File: src/rtl/eccstore_pkg.sv
package eccstore_pkg;

  localparam int DATA_W = 32;
  localparam int CHK_W  = 6;
  localparam int CODE_W = DATA_W + CHK_W;
  localparam int LANES  = DATA_W / 8;

  typedef enum logic [1:0] {
    ST_IDLE,
    ST_ISSUE,
    ST_CAPT,
    ST_DONE
  } stateT;

  // strobes from control to datapath
  typedef struct packed {
    logic loadReq;
    logic loadWord;
  } ctrlT;

  // code position (1-based, powers of two skipped) of data bit idx
  function automatic logic [CHK_W-1:0] bitPos(input int idx);
    int seen;
    logic [CHK_W-1:0] pos;
    seen = 0;
    pos  = '0;
    for (int q = 3; q < (1 << CHK_W); q++) begin
      if ((q & (q - 1)) != 0) begin
        if (seen == idx) pos = CHK_W'(q);
        seen++;
      end
    end
    return pos;
  endfunction

  // check vector = XOR of the positions of all set data bits
  function automatic logic [CHK_W-1:0] calcCheck(input logic [DATA_W-1:0] d);
    logic [CHK_W-1:0] c;
    c = '0;
    for (int i = 0; i < DATA_W; i++) begin
      if (d[i]) c = c ^ bitPos(i);
    end
    return c;
  endfunction

  // flip the data bit whose position equals the syndrome
  function automatic logic [DATA_W-1:0] correctData(input logic [DATA_W-1:0] d,
                                                    input logic [CHK_W-1:0] syn);
    logic [DATA_W-1:0] f;
    f = d;
    for (int i = 0; i < DATA_W; i++) begin
      if (syn == bitPos(i)) f[i] = ~f[i];
    end
    return f;
  endfunction

endpackage

File: src/rtl/eccstore_ctrl.sv
module eccstore_ctrl
  import eccstore_pkg::*;
(
  input  logic clk,
  input  logic rstN,
  input  logic reqValid,
  input  logic reqWrite,
  output logic reqReady,
  output ctrlT ctrl,
  output logic arrRdEn,
  output logic arrWrEn,
  output logic respValid
);

  stateT state;
  logic  isWriteQ;

  always_ff @(posedge clk or negedge rstN) begin
    if (!rstN) begin
      state    <= ST_IDLE;
      isWriteQ <= 1'b0;
    end else begin
      unique case (state)
        ST_IDLE: begin
          if (reqValid) begin
            state    <= ST_ISSUE;
            isWriteQ <= reqWrite;
          end
        end
        ST_ISSUE: state <= ST_CAPT;
        ST_CAPT:  state <= ST_DONE;
        ST_DONE:  state <= ST_IDLE;
        default:  state <= ST_IDLE;
      endcase
    end
  end

  always_comb begin
    reqReady      = (state == ST_IDLE);
    ctrl.loadReq  = reqReady && reqValid;
    ctrl.loadWord = (state == ST_CAPT);
    arrRdEn       = (state == ST_ISSUE);
    respValid     = (state == ST_DONE);
    arrWrEn       = (state == ST_DONE) && isWriteQ;
  end

endmodule

File: src/rtl/eccstore_dp.sv
module eccstore_dp
  import eccstore_pkg::*;
#(
  parameter int ADDR_W = 15
) (
  input  logic              clk,
  input  logic              rstN,
  input  ctrlT              ctrl,
  input  logic [ADDR_W-1:0] reqAddr,
  input  logic [DATA_W-1:0] reqWData,
  input  logic [LANES-1:0]  reqByteEn,
  input  logic [CODE_W-1:0] arrRdData,
  output logic [ADDR_W-3:0] arrAddr,
  output logic [CODE_W-1:0] arrWrData,
  output logic [7:0]        respData,
  output logic              corrFlag
);

  logic [ADDR_W-1:0] addrQ;
  logic [DATA_W-1:0] wdataQ;
  logic [LANES-1:0]  beQ;
  logic [DATA_W-1:0] wordQ;
  logic              corrQ;

  logic [DATA_W-1:0] rawData;
  logic [CHK_W-1:0]  rawChk;
  logic [CHK_W-1:0]  syndrome;
  logic [DATA_W-1:0] fixedData;
  logic [DATA_W-1:0] merged;

  always_ff @(posedge clk or negedge rstN) begin
    if (!rstN) begin
      addrQ  <= '0;
      wdataQ <= '0;
      beQ    <= '0;
      wordQ  <= '0;
      corrQ  <= 1'b0;
    end else begin
      if (ctrl.loadReq) begin
        addrQ  <= reqAddr;
        wdataQ <= reqWData;
        beQ    <= reqByteEn;
      end
      if (ctrl.loadWord) begin
        wordQ <= fixedData;
        corrQ <= (syndrome != '0);
      end
    end
  end

  always_comb begin
    rawData   = arrRdData[DATA_W-1:0];
    rawChk    = arrRdData[CODE_W-1:DATA_W];
    syndrome  = calcCheck(rawData) ^ rawChk;
    fixedData = correctData(rawData, syndrome);
  end

  for (genvar lane = 0; lane < LANES; lane++) begin : gMerge
    assign merged[8*lane +: 8] = beQ[lane] ? wdataQ[8*lane +: 8] : wordQ[8*lane +: 8];
  end

  assign arrAddr   = addrQ[ADDR_W-1:2];
  assign arrWrData = {calcCheck(merged), merged};
  assign respData  = wordQ[{addrQ[1:0], 3'b000} +: 8];
  assign corrFlag  = corrQ;

endmodule

File: src/rtl/eccstore_top.sv
module eccstore_top
  import eccstore_pkg::*;
#(
  parameter int ADDR_W = 15
) (
  input  logic              clk,
  input  logic              rstN,
  input  logic              reqValid,
  output logic              reqReady,
  input  logic              reqWrite,
  input  logic [ADDR_W-1:0] reqAddr,
  input  logic [31:0]       reqWData,
  input  logic [3:0]        reqByteEn,
  output logic              respValid,
  output logic [7:0]        respData,
  output logic              corrErr,
  output logic [ADDR_W-3:0] arrAddr,
  output logic              arrRdEn,
  input  logic [37:0]       arrRdData,
  output logic              arrWrEn,
  output logic [37:0]       arrWrData
);

  ctrlT ctrl;
  logic corrFlag;

  eccstore_ctrl uCtrl (
    .clk       (clk),
    .rstN      (rstN),
    .reqValid  (reqValid),
    .reqWrite  (reqWrite),
    .reqReady  (reqReady),
    .ctrl      (ctrl),
    .arrRdEn   (arrRdEn),
    .arrWrEn   (arrWrEn),
    .respValid (respValid)
  );

  eccstore_dp #(.ADDR_W(ADDR_W)) uDp (
    .clk       (clk),
    .rstN      (rstN),
    .ctrl      (ctrl),
    .reqAddr   (reqAddr),
    .reqWData  (reqWData),
    .reqByteEn (reqByteEn),
    .arrRdData (arrRdData),
    .arrAddr   (arrAddr),
    .arrWrData (arrWrData),
    .respData  (respData),
    .corrFlag  (corrFlag)
  );

  assign corrErr = respValid && corrFlag;

endmodule

File: config.mk
export PLATFORM = sky130hd
export DESIGN_NAME = eccstore_top
export DESIGN_NICKNAME = d
export VERILOG_FILES = /design/src/rtl/eccstore_pkg.sv /design/src/rtl/eccstore_ctrl.sv /design/src/rtl/eccstore_dp.sv /design/src/rtl/eccstore_top.sv
export SDC_FILE = /design/constraint.sdc
export NUM_CORES = 1
export LEC_CHECK = 0
export BUFFER_PORTS_ARGS = -buffer_cell sky130_fd_sc_hd__buf_4
export CAP_MARGIN = 5
export CORE_ASPECT_RATIO = 0.6
export CORE_MARGIN = 2
export CORE_UTILIZATION = 50
export CTS_BUF_LIST = sky130_fd_sc_hd__clkbuf_8
export CTS_CLUSTER_DIAMETER = 40
export DETAILED_ROUTE_END_ITERATION = 10
export PLACE_DENSITY = 0.88
export SLEW_MARGIN = 25
export SYNTH_ARGS = -nofsm -noshare
export SYNTH_HDL_FRONTEND = slang
export SYNTH_SLANG_ARGS = --single-unit
export TNS_END_PERCENT = 10
File: constraint.sdc
create_clock -name clk -period 2.35 [get_ports clk]
set_input_delay 0.3525 -clock clk [delete_from_list [all_inputs] [get_ports clk]]
set_output_delay 0.3525 -clock clk [all_outputs]
set_load 0.02 [all_outputs]
Word level (Yosys, flattened, before mapping)
Index checks and enable logic that the tools add are counted.

Register bits: 87. Input port bits: 93. Output and inout port bits: 64. Logic and storage cells: 14581.

$add $sub $neg: 3520. Equality and inequality tests: 3508. Shift-type cells: 1. Muxes and demuxes: 7332. Bitwise logic cells: 95. Reduce and logical (&&, ||, !) cells: 118.

Operators with widths (count): $mux W32 (3584); $add A32 B2 Y32 const B (3520); $eq A32 B6 Y1 const B (1792); $eq A32 B5 Y1 const B (896); $mux W6 (2642); $eq A32 B4 Y1 const B (448); $eq A32 B3 Y1 const B (224); $eq A32 B2 Y1 const B (112); $logic_not A32 Y1 (112); $mux W5 (602); $mux W4 (308); $mux W3 (158); $xor A6 B6 Y6 (63); $eq A6 B5 Y1 const B (15); $eq A6 B4 Y1 const B (7); $eq A6 B6 Y1 const B (6); $mux W1 (32); $mux W8 (4); $not A1 Y1 (32); $shiftx A32 B6 Y8 (1); $eq A6 B3 Y1 const B (3); $pmux W2 S4 (1); $eq A6 B2 Y1 const B (1); $reduce_bool A6 Y1 (1); other kinds (7) (10).

Longest topological paths before layout
Gate-level depths: netlist of run 1.

Depth after elaboration: 179. Depth in mapped cells: 7. Gate-level depth less buffers: 6.

Cells and area by module
Synthesis of run 1 repeated with hierarchy kept, for this count alone.

Cells, all modules: 486. Area total of the unflattened synthesis: 5601.6 µm².

By module, submodules not included: eccstore_dp (times used 1, cells an instance 468, area an instance 5381.4 µm²); eccstore_ctrl (times used 1, cells an instance 17, area an instance 214.0 µm²); eccstore_top (times used 1, cells an instance 1, area an instance 6.3 µm²).

Least setup slack after synthesis of run 1
OpenSTA, ideal clock, no wires.

Path kind: reg2out. Start: register uDp.beQ[3]. End: output port arrWrData[32]. Arrival time: 2.222 ns. Setup slack: -0.225 ns. Cell stages (with the launch flop): 8. Path through: dfrtp_1 > clkbuf_1 > mux2i_1 > inv_1 > xnor3_1 > xor2_1 > xnor2_1 > xnor2_1.

Elaborated cells between the ends (all ways): 16. Classes of those cells: 9 x mux; 7 x bitwise.

RTL lines: start: declaration (RTL line eccstore_dp.sv:21) `logic [LANES-1:0] beQ;`; start signal: assignment (RTL line eccstore_dp.sv:42) `beQ <= reqByteEn;`; $mux W8 *; via arrWrData[28] (RTL line eccstore_top.sv:21) `output logic [37:0] arrWrData`; $mux W6 *; $xor A6 B6 Y6; $mux W6 *; $xor A6 B6 Y6; $mux W6 *; $xor A6 B6 Y6; $mux W6 *; end: declaration (RTL line eccstore_top.sv:21).

Mark *: on every way through the listed nets, which the timed path passes. The rest lies on a longest branch.

Worst setup path after layout of run 1
Start: register uDp.beQ[3]. End: output port arrWrData[34].

Cells in the longest elaborated chain, start to end: 16.

Ends and longest elaborated chain: $mux W8 *; $mux W6; $xor A6 B6 Y6; $mux W6; $xor A6 B6 Y6; $mux W6; $xor A6 B6 Y6; $mux W6; $xor A6 B6 Y6; $mux W6; $xor A6 B6 Y6; $mux W6; $xor A6 B6 Y6; $mux W6; $xor A6 B6 Y6; $mux W6 *.

Mark *: on every way between the ends. The rest lies on a longest branch, timed or not.

==> impl_table.tex, run 1 <==
\begin{tabular}{lr}
\hline
Metric & Value \\
\hline
\multicolumn{2}{l}{\textbf{Timing}} \\
\quad RSZ-0062 raised after global routing & yes \\
\quad Setup WS post-layout & -0.493 ns \\
\quad Minimum clock period after layout & about 2.8 ns \\
\quad Final hold violations & 0 \\
\quad Slew HR & 0.622 \\
\quad Post-Route Skew & 0.00503 ns \\
\quad Share of the clock period used by the worst path after layout & 1.21 \\
\quad Worst-Margin Slew & 0.568 ns \\
\quad Count of final max-slew check failures & 0 \\
\quad Max Clk Rate & $\sim$350 MHz \\
\quad Total setup violations reported at the end of the flow & 6 \\
\multicolumn{2}{l}{\textbf{Synthesis}} \\
\quad Synthesized instance count & 475 \\
\quad Most frequent cell after synthesis & dfrtp\_1 \\
\quad Number of enable-type register cells in the synthesized netlist & 0 \\
\quad Proportion of synthesized chip area in sequential cells & 0.379 \\
\quad Biggest area consumer among synthesized cells & dfrtp\_1 \\
\quad Syn Nets & around 570 \\
\quad Count of yosys warnings during synthesis & 0 \\
\quad Yosys cell types & 32 \\
\quad Mapped cell area & 5740 sq um \\
\quad Share of the synthesized area in the top cell type & 0.379 \\
\quad Mean instance size in the synthesized netlist & 12.1 sq um \\
\quad Seq cells post-synth & 87 \\
\quad Leading cell types by count after synthesis & 87 x dfrtp\_1, 66 x xnor2\_1, 63 x mux2\_2, 36 x nand2\_1, 32 x o211ai\_1 \\
\quad Largest cells by area after synthesis & dfrtp\_1 38\%, mux2\_2 12\%, xnor2\_1 10\%, xnor3\_1 7.1\%, o211ai\_1 4.2\% \\
\quad Fraction of registers with async set or reset after synthesis & 1.00 \\
\quad Predominant post-synthesis flop cell & dfrtp\_1 \\
\multicolumn{2}{l}{\textbf{Floorplanning}} \\
\quad Top-level port count & 157 \\
\quad Die Span Y & 87.0 um \\
\quad Core area & 11300 sq um \\
\quad Total number of placement rows & 30 \\
\quad Area enclosed by the die boundary & 12400 sq um \\
\quad Starting density of the core & 0.510 \\
\quad Floorplan die width & between 100 and 150 um \\
\multicolumn{2}{l}{\textbf{Finish}} \\
\quad Fraction of final layout cells sized beyond drive strength 1 & 0.567 \\
\quad Signed area change from the synthesized netlist to the final layout & 48.2\% \\
\quad Number of antenna cells inserted & 0 \\
\quad Final nets & 829 \\
\multicolumn{2}{l}{\textbf{Worst setup path}} \\
\quad Worst path required time & 2.00 ns \\
\quad Crit path buffers/inverters & 3 \\
\quad Worst setup path category & reg2out \\
\quad Most prevalent standard cell on the critical path & xnor2\_1 \\
\quad Critical Path Max Stage Delay & 0.46 ns \\
\quad Highest fanout seen on the critical path & 4 \\
\quad CP Launch Type & register \\
\quad Highest-delay cell along the critical path & dfrtp\_2 \\
\quad Sequence of cells on the critical path & buf\_4 > mux2i\_1 > buf\_4 > xor2\_1 > xnor2\_1 > xnor2\_1 > xnor2\_1 > xnor2\_2 > buf\_6 \\
\quad Critical path endpoint category & primary output \\
\quad Cell class contributing the biggest share of worst-path delay & XOR/XNOR gates \\
\quad Arrival @ worst endpoint & 2.49 ns \\
\multicolumn{2}{l}{\textbf{Clocking}} \\
\quad Clock insertion delay at the later pin of the skew report & 0.38 ns \\
\quad TritonCTS sink count & 87 \\
\quad Clock tree from TritonCTS & built \\
\quad Number of buffers added by the clock tree synthesis step & 9 \\
\quad Clk slew on worst S/H paths & approximately 0.090 ns \\
\quad Deepest level of the CTS H-tree & 3 \\
\quad Maximum buffer depth of the clock tree & 2 \\
\quad Cell at the root of the clock tree & clkbuf\_8 \\
\multicolumn{2}{l}{\textbf{Routing}} \\
\quad Initial DRC count & about 480 \\
\quad Vias after detailed routing & 5149 \\
\quad Number of vias per cell after detailed routing & approximately 5.8 \\
\quad Number of detailed-routing iterations run before antenna repair & 5 \\
\quad Post-route antenna net violation count & 0 \\
\quad Avg WL per Cell & 22.1 um \\
\quad Wire length reported by the detailed router & between 15000 and 20000 um \\
\quad Post-route DRC violation count & 0 \\
\multicolumn{2}{l}{\textbf{Global route}} \\
\quad Met1 Track Usage GR & 0.432 \\
\quad GR met2 Demand/Resource & 0.481 \\
\quad Number of global-route vias before repair & 5237 \\
\quad Most used routing layer & met2 \\
\quad Initial antenna violation count & 0 \\
\quad Largest net degree at the start of global routing & 56 \\
\quad Grt ovf & 0 \\
\quad First-pass GRT wire length & 29100 um \\
\quad Met3 track utilization from global routing & 0.119 \\
\quad Total GRT Usage & 0.315 \\
\multicolumn{2}{l}{\textbf{Min path}} \\
\quad Hold Crit Class & in2reg \\
\multicolumn{2}{l}{\textbf{Flow run}} \\
\quad Number of max-capacitance violations reported & 0 \\
\multicolumn{2}{l}{\textbf{Placed design}} \\
\quad Routability Congestion & roughly 0.94 \\
\quad Setup slack at placement & -0.410 ns \\
\quad Count of buffers inserted at the top-level ports & 156 \\
\quad Detail Placement HPWL & 14900 um \\
\multicolumn{2}{l}{\textbf{Outcome}} \\
\quad Violations in the final reports & setup timing \\
\quad Run status & finished with violations \\
\hline
\end{tabular}
[cell type report]
type                       instances  area, sq um
clock inverter                     7         72.6
timing repair buffer             280         2190
multi-input combinational        329         3670
fill                             714         2750
tap                              144          180
clock buffer                       9          124
inverter                          25         93.8
sequential                        87         2180
[stage by stage]
step           instances  TNS, ns  area, sq um  hold WS [ns]   util
6_report             881    -2.53         8510         0.167  0.755
3_5_place_dp         855    -9.51         7870         0.332  0.699
5_1_grt              881    -3.01         8510         0.164  0.755
3_3_place_gp         855    -7.27         7870         0.315  0.699
2_1_floorplan        475   -0.391         5780        0.0569      -
4_1_cts              880    -2.16         8340         0.158  0.740
[logic make-up (layout without fill, tap and decap cells)]
family,count (synthesis),in the layout,share of synthesized area
multiplexers,92,92,0.192
buffers and inverters,59,321,0.0475
AND/OR/NAND/NOR,56,56,0.0455
XOR/XNOR,109,109,0.233
AO/OA/AOI/OAI,68,68,0.0946
flip-flops,87,87,0.379
adder cells (fa/ha/maj),4,4,0.00872
[cell usage in the layout, fill, tap and decap left out, types with 2 or more instances in the layout]
cell type and n:
and2_1 2, buf_12 5, buf_4 269, buf_6 5
clkbuf_8 9, clkinv_4 2, dfrtp_1 85, dfrtp_2 2
ha_1 4, inv_1 25, mux2_2 60, mux2_4 3
mux2i_1 10, mux2i_2 6, mux2i_4 5, mux4_2 8
nand2_1 35, nand2b_1 2, nand3_1 2, nand4_1 8
o211ai_1 32, o21ai_0 3, o311ai_0 13, o311ai_1 18
or3_1 2, or4_4 2, xnor2_1 42, xnor2_2 25
xnor3_1 17, xnor3_2 4, xor2_1 9, xor2_2 3
xor2_4 3, xor3_1 5
[layer usage]
| metal | vias up | routed length (um) |
|---|---|---|
| met1 | 2536 | 8030 |
| met2 | 340 | 8590 |
| met4 | 0 | 402 |
| met3 | 51 | 2460 |
| li1 | 2222 | - |
| met5 | - | 0 |
[final timing paths]
check | startpoint | end | slack, ns | depth (start not counted)
min in group asynchronous | rstN | uDp.wdataQ[11] | 0.45 | 2
setup reg to reg | uCtrl.state[0] | uDp.wordQ[7] | 0.40 | 5
setup / recovery | uDp.beQ[3] | arrWrData[34] | -0.49 | 9
max in group asynchronous | rstN | uDp.beQ[3] | 1.21 | 3
hold reg to reg | uDp.addrQ[6] | uDp.addrQ[6] | 0.52 | 1
hold / removal | reqValid | uCtrl.state[1] | 0.17 | 2
[what timing repair did]
action | CTS | global route
resized for setup | 32 | 28
pin swaps | 7 | 11
endpoints found under the setup margin | 7 | 21
hold buffers | 1 | 0
endpoints found under the hold margin | 32 | 0
setup buffers | 8 | 1
[worst register-to-register path, stage by stage (launching register included)]
cell      delay, ns
dfrtp_1        0.43
inv_1          0.10
ha_1           0.24
clkinv_1       0.15
or3_1          0.55
o311ai_0       0.37
[flip-flops by register name, summed over array words and instances, names as in the netlist]
signal	cells
uDp.wdataQ	32
uDp.wordQ	32
uDp.addrQ	15
uDp.beQ	4
uCtrl.state	2
uCtrl.isWriteQ	1
uDp.corrFlag	1
Power of run 1 is not shown: default switching activity piles up to over one toggle a cycle in this logic, so the estimate is an artifact.
==> run 2: changes to the inputs <==
--- a/config.mk
+++ b/config.mk
@@ -9,11 +9,11 @@
 export CAP_MARGIN = 5
 export CORE_ASPECT_RATIO = 0.6
 export CORE_MARGIN = 2
-export CORE_UTILIZATION = 50
+export CORE_UTILIZATION = 55
 export CTS_BUF_LIST = sky130_fd_sc_hd__clkbuf_8
 export CTS_CLUSTER_DIAMETER = 40
 export DETAILED_ROUTE_END_ITERATION = 10
-export PLACE_DENSITY = 0.88
+export PLACE_DENSITY = 0.91
 export SLEW_MARGIN = 25
 export SYNTH_ARGS = -nofsm -noshare
 export SYNTH_HDL_FRONTEND = slang
==> constraint.sdc (replaced) <==
create_clock -name clk -period 2.96 [get_ports clk]
set_input_delay 0.444 -clock clk [delete_from_list [all_inputs] [get_ports clk]]
set_output_delay 0.444 -clock clk [all_outputs]
set_load 0.02 [all_outputs]
==> run 2 against run 1 <==
Against the previous run:
- the flow now finishes without violations
- cell count fell by 11%
- non-clock buffer count fell by 84
- hold slack got worse by 0.16 ns
- sequential cell count did not move
- critical endpoint is now arrWrData[32]
- highest routed layer unchanged
==> impl_table.tex, run 2 (synthesized netlist as in run 1, its figures left out) <==
\begin{tabular}{lr}
\hline
Metric & Value \\
\hline
\multicolumn{2}{l}{\textbf{Placed design}} \\
\quad Detail Placement HPWL & 13800 um \\
\quad Cells after DPL & roughly 750 \\
\quad Routability Congestion & a little under 1 \\
\quad Setup slack at placement & 0.0680 ns \\
\quad Count of buffers inserted at the top-level ports & 156 \\
\multicolumn{2}{l}{\textbf{Flow run}} \\
\quad Number of max-capacitance violations reported & 0 \\
\multicolumn{2}{l}{\textbf{Timing}} \\
\quad Setup TNS Final & 0 ns \\
\quad Setup WS post-layout & 0.0146 ns \\
\quad Final hold violations & 0 \\
\quad RSZ-0062 raised after global routing & yes \\
\quad Share of the clock period used by the worst path after layout & 0.995 \\
\quad Total setup violations reported at the end of the flow & 0 \\
\quad Max Clk Rate & roughly 340 MHz \\
\quad Final worst hold slack & 0.0102 ns \\
\quad Count of final max-slew check failures & 0 \\
\quad Worst-Margin Slew & 0.825 ns \\
\quad Post-Route Skew & 0.00606 ns \\
\quad Minimum clock period after layout & 2.95 ns \\
\quad Slew HR & 0.446 \\
\multicolumn{2}{l}{\textbf{Worst setup path}} \\
\quad Worst path required time & 2.52 ns \\
\quad Critical path endpoint category & primary output \\
\quad Highest fanout seen on the critical path & 3 \\
\quad CP Launch Type & register \\
\quad Worst setup path category & reg2out \\
\quad Arrival @ worst endpoint & 2.50 ns \\
\multicolumn{2}{l}{\textbf{Finish}} \\
\quad Final Non-Filler Cells & 788 \\
\quad Fraction of final layout cells sized beyond drive strength 1 & 0.484 \\
\quad Most frequent standard cell in the layout excluding fill and tap cells & buf\_4 \\
\quad Leading cell types in the layout, fill and taps excluded & 190 x buf\_4, 83 x dfrtp\_1, 63 x mux2\_2 \\
\quad Number of antenna cells inserted & 0 \\
\quad Largest registers & uDp.wdataQ: 32 flops, uDp.wordQ: 32 flops, uDp.addrQ: 15 flops \\
\quad Final nets & roughly 750 \\
\quad Signed area change from the synthesized netlist to the final layout & 33.6\% \\
\multicolumn{2}{l}{\textbf{Routing}} \\
\quad Wire length reported by the detailed router & 18400 um \\
\quad Post-route antenna net violation count & 0 \\
\quad Number of vias per cell after detailed routing & 6.09 \\
\quad Post-route DRC violation count & 0 \\
\quad Vias after detailed routing & 4795 \\
\quad Avg WL per Cell & 23.4 um \\
\quad Number of detailed-routing iterations run before antenna repair & 5 \\
\quad Initial DRC count & 466 \\
\multicolumn{2}{l}{\textbf{Clocking}} \\
\quad Clock insertion delay at the later pin of the skew report & 0.37 ns \\
\quad Maximum buffer depth of the clock tree & 2 \\
\quad Number of buffers added by the clock tree synthesis step & 9 \\
\quad TritonCTS sink count & 87 \\
\quad Deepest level of the CTS H-tree & 3 \\
\quad Post-cts hold buffer count & 0 \\
\quad Cell at the root of the clock tree & clkbuf\_8 \\
\quad Clock tree from TritonCTS & built \\
\quad Clk slew on worst S/H paths & around 0.09 ns \\
\multicolumn{2}{l}{\textbf{Min path}} \\
\quad Hold Crit Class & in2async \\
\multicolumn{2}{l}{\textbf{Global route}} \\
\quad Total GRT Usage & 0.324 \\
\quad Largest net degree at the start of global routing & 56 \\
\quad Initial antenna violation count & 0 \\
\quad Grt ovf & 0 \\
\quad First-pass GRT wire length & 27200 um \\
\quad Number of global-route vias before repair & 4774 \\
\multicolumn{2}{l}{\textbf{Floorplanning}} \\
\quad Area enclosed by the die boundary & 11300 sq um \\
\quad Top-level port count & 157 \\
\quad Starting density of the core & 0.573 \\
\quad Floorplan die width & 136 um \\
\quad Total number of placement rows & 28 \\
\quad Die Span Y & 83.1 um \\
\quad Core area & 10000 sq um \\
\multicolumn{2}{l}{\textbf{Outcome}} \\
\quad Run status & completed \\
\hline
\end{tabular}
[run 2: final cells by class]
cell class                      count  area, sq um
Fill cell                         638         2350
Multi-Input combinational cell    329         3490
Clock inverter                      6         67.6
Clock buffer                       10          138
Tap cell                          135          169
Inverter                           25         93.8
Sequential cell                    87         2180
Timing Repair Buffer              196         1530
[run 2: path summary, 6_finish.rpt]
path                                 from        endpoint  slack [ns]  cells past startpoint
setup / recovery               uDp.beQ[1]   arrWrData[32]        0.01                      8
hold / removal                       rstN   uDp.addrQ[11]        0.01                      1
setup reg to reg           uCtrl.state[0]  uDp.wdataQ[31]        0.99                      5
hold reg to reg            uCtrl.isWriteQ  uCtrl.isWriteQ        0.51                      1
max in group asynchronous            rstN      uDp.beQ[1]        2.29                      2
min in group clk                 reqValid  uCtrl.state[1]        0.27                      2
[run 2: critical path, stage by stage (launching register included)]
cell	delay [ns]
dfrtp_2	0.38
buf_4	0.16
mux2i_1	0.47
xnor2_1	0.17
xnor2_1	0.16
xnor2_1	0.23
xnor2_1	0.19
xnor2_1	0.18
buf_4	0.18
[run 2: metrics by stage]
stage               utilization  cell area [sq um]
finish                    0.766               7670
detailed placement        0.708               7100
global route              0.766               7670
CTS                       0.735               7370
floorplan                     -               5740
global placement          0.705               7070
[run 2: what timing repair did]
action,CTS,global route
endpoints found under the setup margin,5,5
gates resized for setup,10,30
pin swaps,1,7
buffers inserted,3,16
[run 2: routing by layer]
layer  track usage  vias up  share of wire
met5             0        -              0
met4        0.0767        0          0.019
met3         0.127       34           0.12
met2         0.465      334           0.43
met1         0.465     2374           0.43
li1              -     2053              -
Power of run 2 is left out for the same reason.
==> run 3: changes to the inputs <==
--- a/config.mk
+++ b/config.mk
@@ -7,7 +7,7 @@
 export LEC_CHECK = 0
 export BUFFER_PORTS_ARGS = -buffer_cell sky130_fd_sc_hd__buf_4
 export CAP_MARGIN = 5
-export CORE_ASPECT_RATIO = 0.6
+export CORE_ASPECT_RATIO = 1.25
 export CORE_MARGIN = 2
 export CORE_UTILIZATION = 55
 export CTS_BUF_LIST = sky130_fd_sc_hd__clkbuf_8
==> run 3 against run 2 <==
Against the previous run:
- via count shrank 6.1%
- utilization shrank 4.3 points
- largest cell class unchanged
- critical path depth shrank 1
==> impl_table.tex, run 3 (synthesized netlist as in run 1, its figures left out) <==
\begin{tabular}{lr}
\hline
Metric & Value \\
\hline
\multicolumn{2}{l}{\textbf{Finish}} \\
\quad Fraction of final layout cells sized beyond drive strength 1 & 0.453 \\
\quad Final nets & between 700 and 800 \\
\quad Leading cell types in the layout, fill and taps excluded & 166 x buf\_4, 83 x dfrtp\_1, 64 x xnor2\_1 \\
\quad Signed area change from the synthesized netlist to the final layout & 27.8\% \\
\quad Fill cell total of the finished layout & slightly above 700 \\
\quad Final Non-Filler Cells & 756 \\
\quad Largest registers & uDp.wdataQ: 32 flops, uDp.wordQ: 32 flops, uDp.addrQ: 15 flops \\
\quad Cell area after layout & 7340 sq um \\
\quad Most frequent standard cell in the layout excluding fill and tap cells & buf\_4 \\
\quad Number of antenna cells inserted & 0 \\
\multicolumn{2}{l}{\textbf{Worst setup path}} \\
\quad Critical path endpoint category & primary output \\
\quad Highest-delay cell along the critical path & dfrtp\_2 \\
\quad Worst setup path category & reg2out \\
\quad Cell class contributing the biggest share of worst-path delay & XOR/XNOR gates \\
\quad CP Launch Type & register \\
\quad Sequence of cells on the critical path & mux2i\_1 > xor2\_1 > xnor2\_1 > xor2\_1 > xnor2\_1 > xnor2\_1 > buf\_4 \\
\quad Arrival @ worst endpoint & 2.50 ns \\
\quad Critical Path Max Stage Delay & 0.56 ns \\
\quad Highest fanout seen on the critical path & 9 \\
\quad Crit path buffers/inverters & 1 \\
\quad Worst path required time & 2.52 ns \\
\quad Most prevalent standard cell on the critical path & xnor2\_1 \\
\multicolumn{2}{l}{\textbf{Flow run}} \\
\quad Number of max-capacitance violations reported & 0 \\
\multicolumn{2}{l}{\textbf{Routing}} \\
\quad Wire length reported by the detailed router & 16600 um \\
\quad Avg WL per Cell & 22.0 um \\
\quad Post-route DRC violation count & 0 \\
\quad Post-route antenna net violation count & 0 \\
\quad Initial DRC count & 364 \\
\quad Vias after detailed routing & 4503 \\
\quad Number of vias per cell after detailed routing & about 6 \\
\quad Number of detailed-routing iterations run before antenna repair & 5 \\
\multicolumn{2}{l}{\textbf{Global route}} \\
\quad Initial antenna violation count & 1 \\
\quad Largest net degree at the start of global routing & 88 \\
\quad Total GRT Usage & 0.298 \\
\quad Grt ovf & 0 \\
\quad Number of global-route vias before repair & around 4500 \\
\quad First-pass GRT wire length & $\sim$25000 um \\
\multicolumn{2}{l}{\textbf{Timing}} \\
\quad Worst-Margin Slew & 0.793 ns \\
\quad Final hold violations & 0 \\
\quad Minimum clock period after layout & 2.94 ns \\
\quad Count of final max-slew check failures & 0 \\
\quad Total setup violations reported at the end of the flow & 0 \\
\quad RSZ-0062 raised after global routing & yes \\
\quad Slew HR & 0.471 \\
\quad Post-Route Skew & between 0.01 and 0.015 ns \\
\quad Max Clk Rate & 340 MHz \\
\quad Share of the clock period used by the worst path after layout & 0.994 \\
\multicolumn{2}{l}{\textbf{Floorplanning}} \\
\quad Total number of placement rows & 41 \\
\quad Floorplan die width & 95.4 um \\
\quad Area enclosed by the die boundary & 11300 sq um \\
\quad Starting density of the core & 0.565 \\
\quad Top-level port count & 157 \\
\quad Core area & 10200 sq um \\
\quad Die Span Y & 118 um \\
\multicolumn{2}{l}{\textbf{Clocking}} \\
\quad Maximum buffer depth of the clock tree & 2 \\
\quad Clock insertion delay at the later pin of the skew report & around 0.38 ns \\
\quad TritonCTS sink count & 87 \\
\quad Post-cts hold buffer count & 0 \\
\quad Clk slew on worst S/H paths & 0.09 ns \\
\quad Clock tree from TritonCTS & built \\
\quad Number of buffers added by the clock tree synthesis step & 9 \\
\quad Cell at the root of the clock tree & clkbuf\_8 \\
\quad Deepest level of the CTS H-tree & 3 \\
\multicolumn{2}{l}{\textbf{Outcome}} \\
\quad Run status & completed \\
\multicolumn{2}{l}{\textbf{Placed design}} \\
\quad Routability Congestion & 0.943 \\
\quad Total cell area at the placement stage & 6980 sq um \\
\quad Detail Placement HPWL & 13000 um \\
\quad Count of buffers inserted at the top-level ports & 156 \\
\quad Cells after DPL & 736 \\
\multicolumn{2}{l}{\textbf{Min path}} \\
\quad Hold Crit Class & in2async \\
\hline
\end{tabular}
## run 3: changes by cell type in the layout (fill, tap and decap cells not counted), moves of 2 or more
cell,delta
buf_4,-24
mux2i_4,-8
mux2i_1,+3
xnor2_1,+3
mux2i_2,+5
buf_12,-2
xnor2_2,-2
## run 3: final timing paths
kind | slack (ns) | startpoint | cells past startpoint | end
worst max-delay path | 0.02 | uDp.beQ[1] | 7 | arrWrData[33]
min in group clk | 0.26 | reqValid | 2 | uCtrl.state[1]
worst min-delay path | 0.11 | rstN | 1 | uDp.wdataQ[26]
worst min register to register | 0.51 | uCtrl.isWriteQ | 1 | uCtrl.isWriteQ
max in group asynchronous | 2.24 | rstN | 1 | uDp.beQ[0]
worst max register to register | 1.00 | uCtrl.state[0] | 5 | uDp.wordQ[20]
## run 3: repair_timing
item	in CTS	in global routing
setup endpoints to repair	4	5
gates cloned	0	0
gates resized for setup	3	18
pin swaps	0	4
setup buffers	0	4
hold endpoints to repair	0	0
## run 3: area by class of cell
type,instances,area [sq um],area share
clock buffer,11,151,0.0206
clock inverter,5,80.1,0.0109
inverter,25,93.8,0.0128
multi-input combinational,329,3370,0.460
sequential,87,2180,0.297
tap,129,161,0.0220
timing repair buffer,170,1290,0.176
## run 3: stage by stage
stage          setup WS [ns]  hold slack (ns)  utilization  TNS (ns)
2_1_floorplan          0.294            0.148            -         0
3_3_place_gp           0.119            0.482        0.686         0
3_5_place_dp          0.0176            0.490        0.687         0
4_1_cts               0.0162            0.158        0.710         0
5_1_grt              -0.0949            0.185        0.722    -0.137
6_report              0.0163            0.114        0.722         0
## run 3: per-layer routing
metal / track usage / vias up / share of wire
li1: - / 2008 / -
met1: 0.369 / 2246 / 0.37
met2: 0.517 / 216 / 0.53
met3: 0.0433 / 33 / 0.068
met4: 0.116 / 0 / 0.029
met5: 0 / - / 0
Power of run 3 is left out for the same reason.
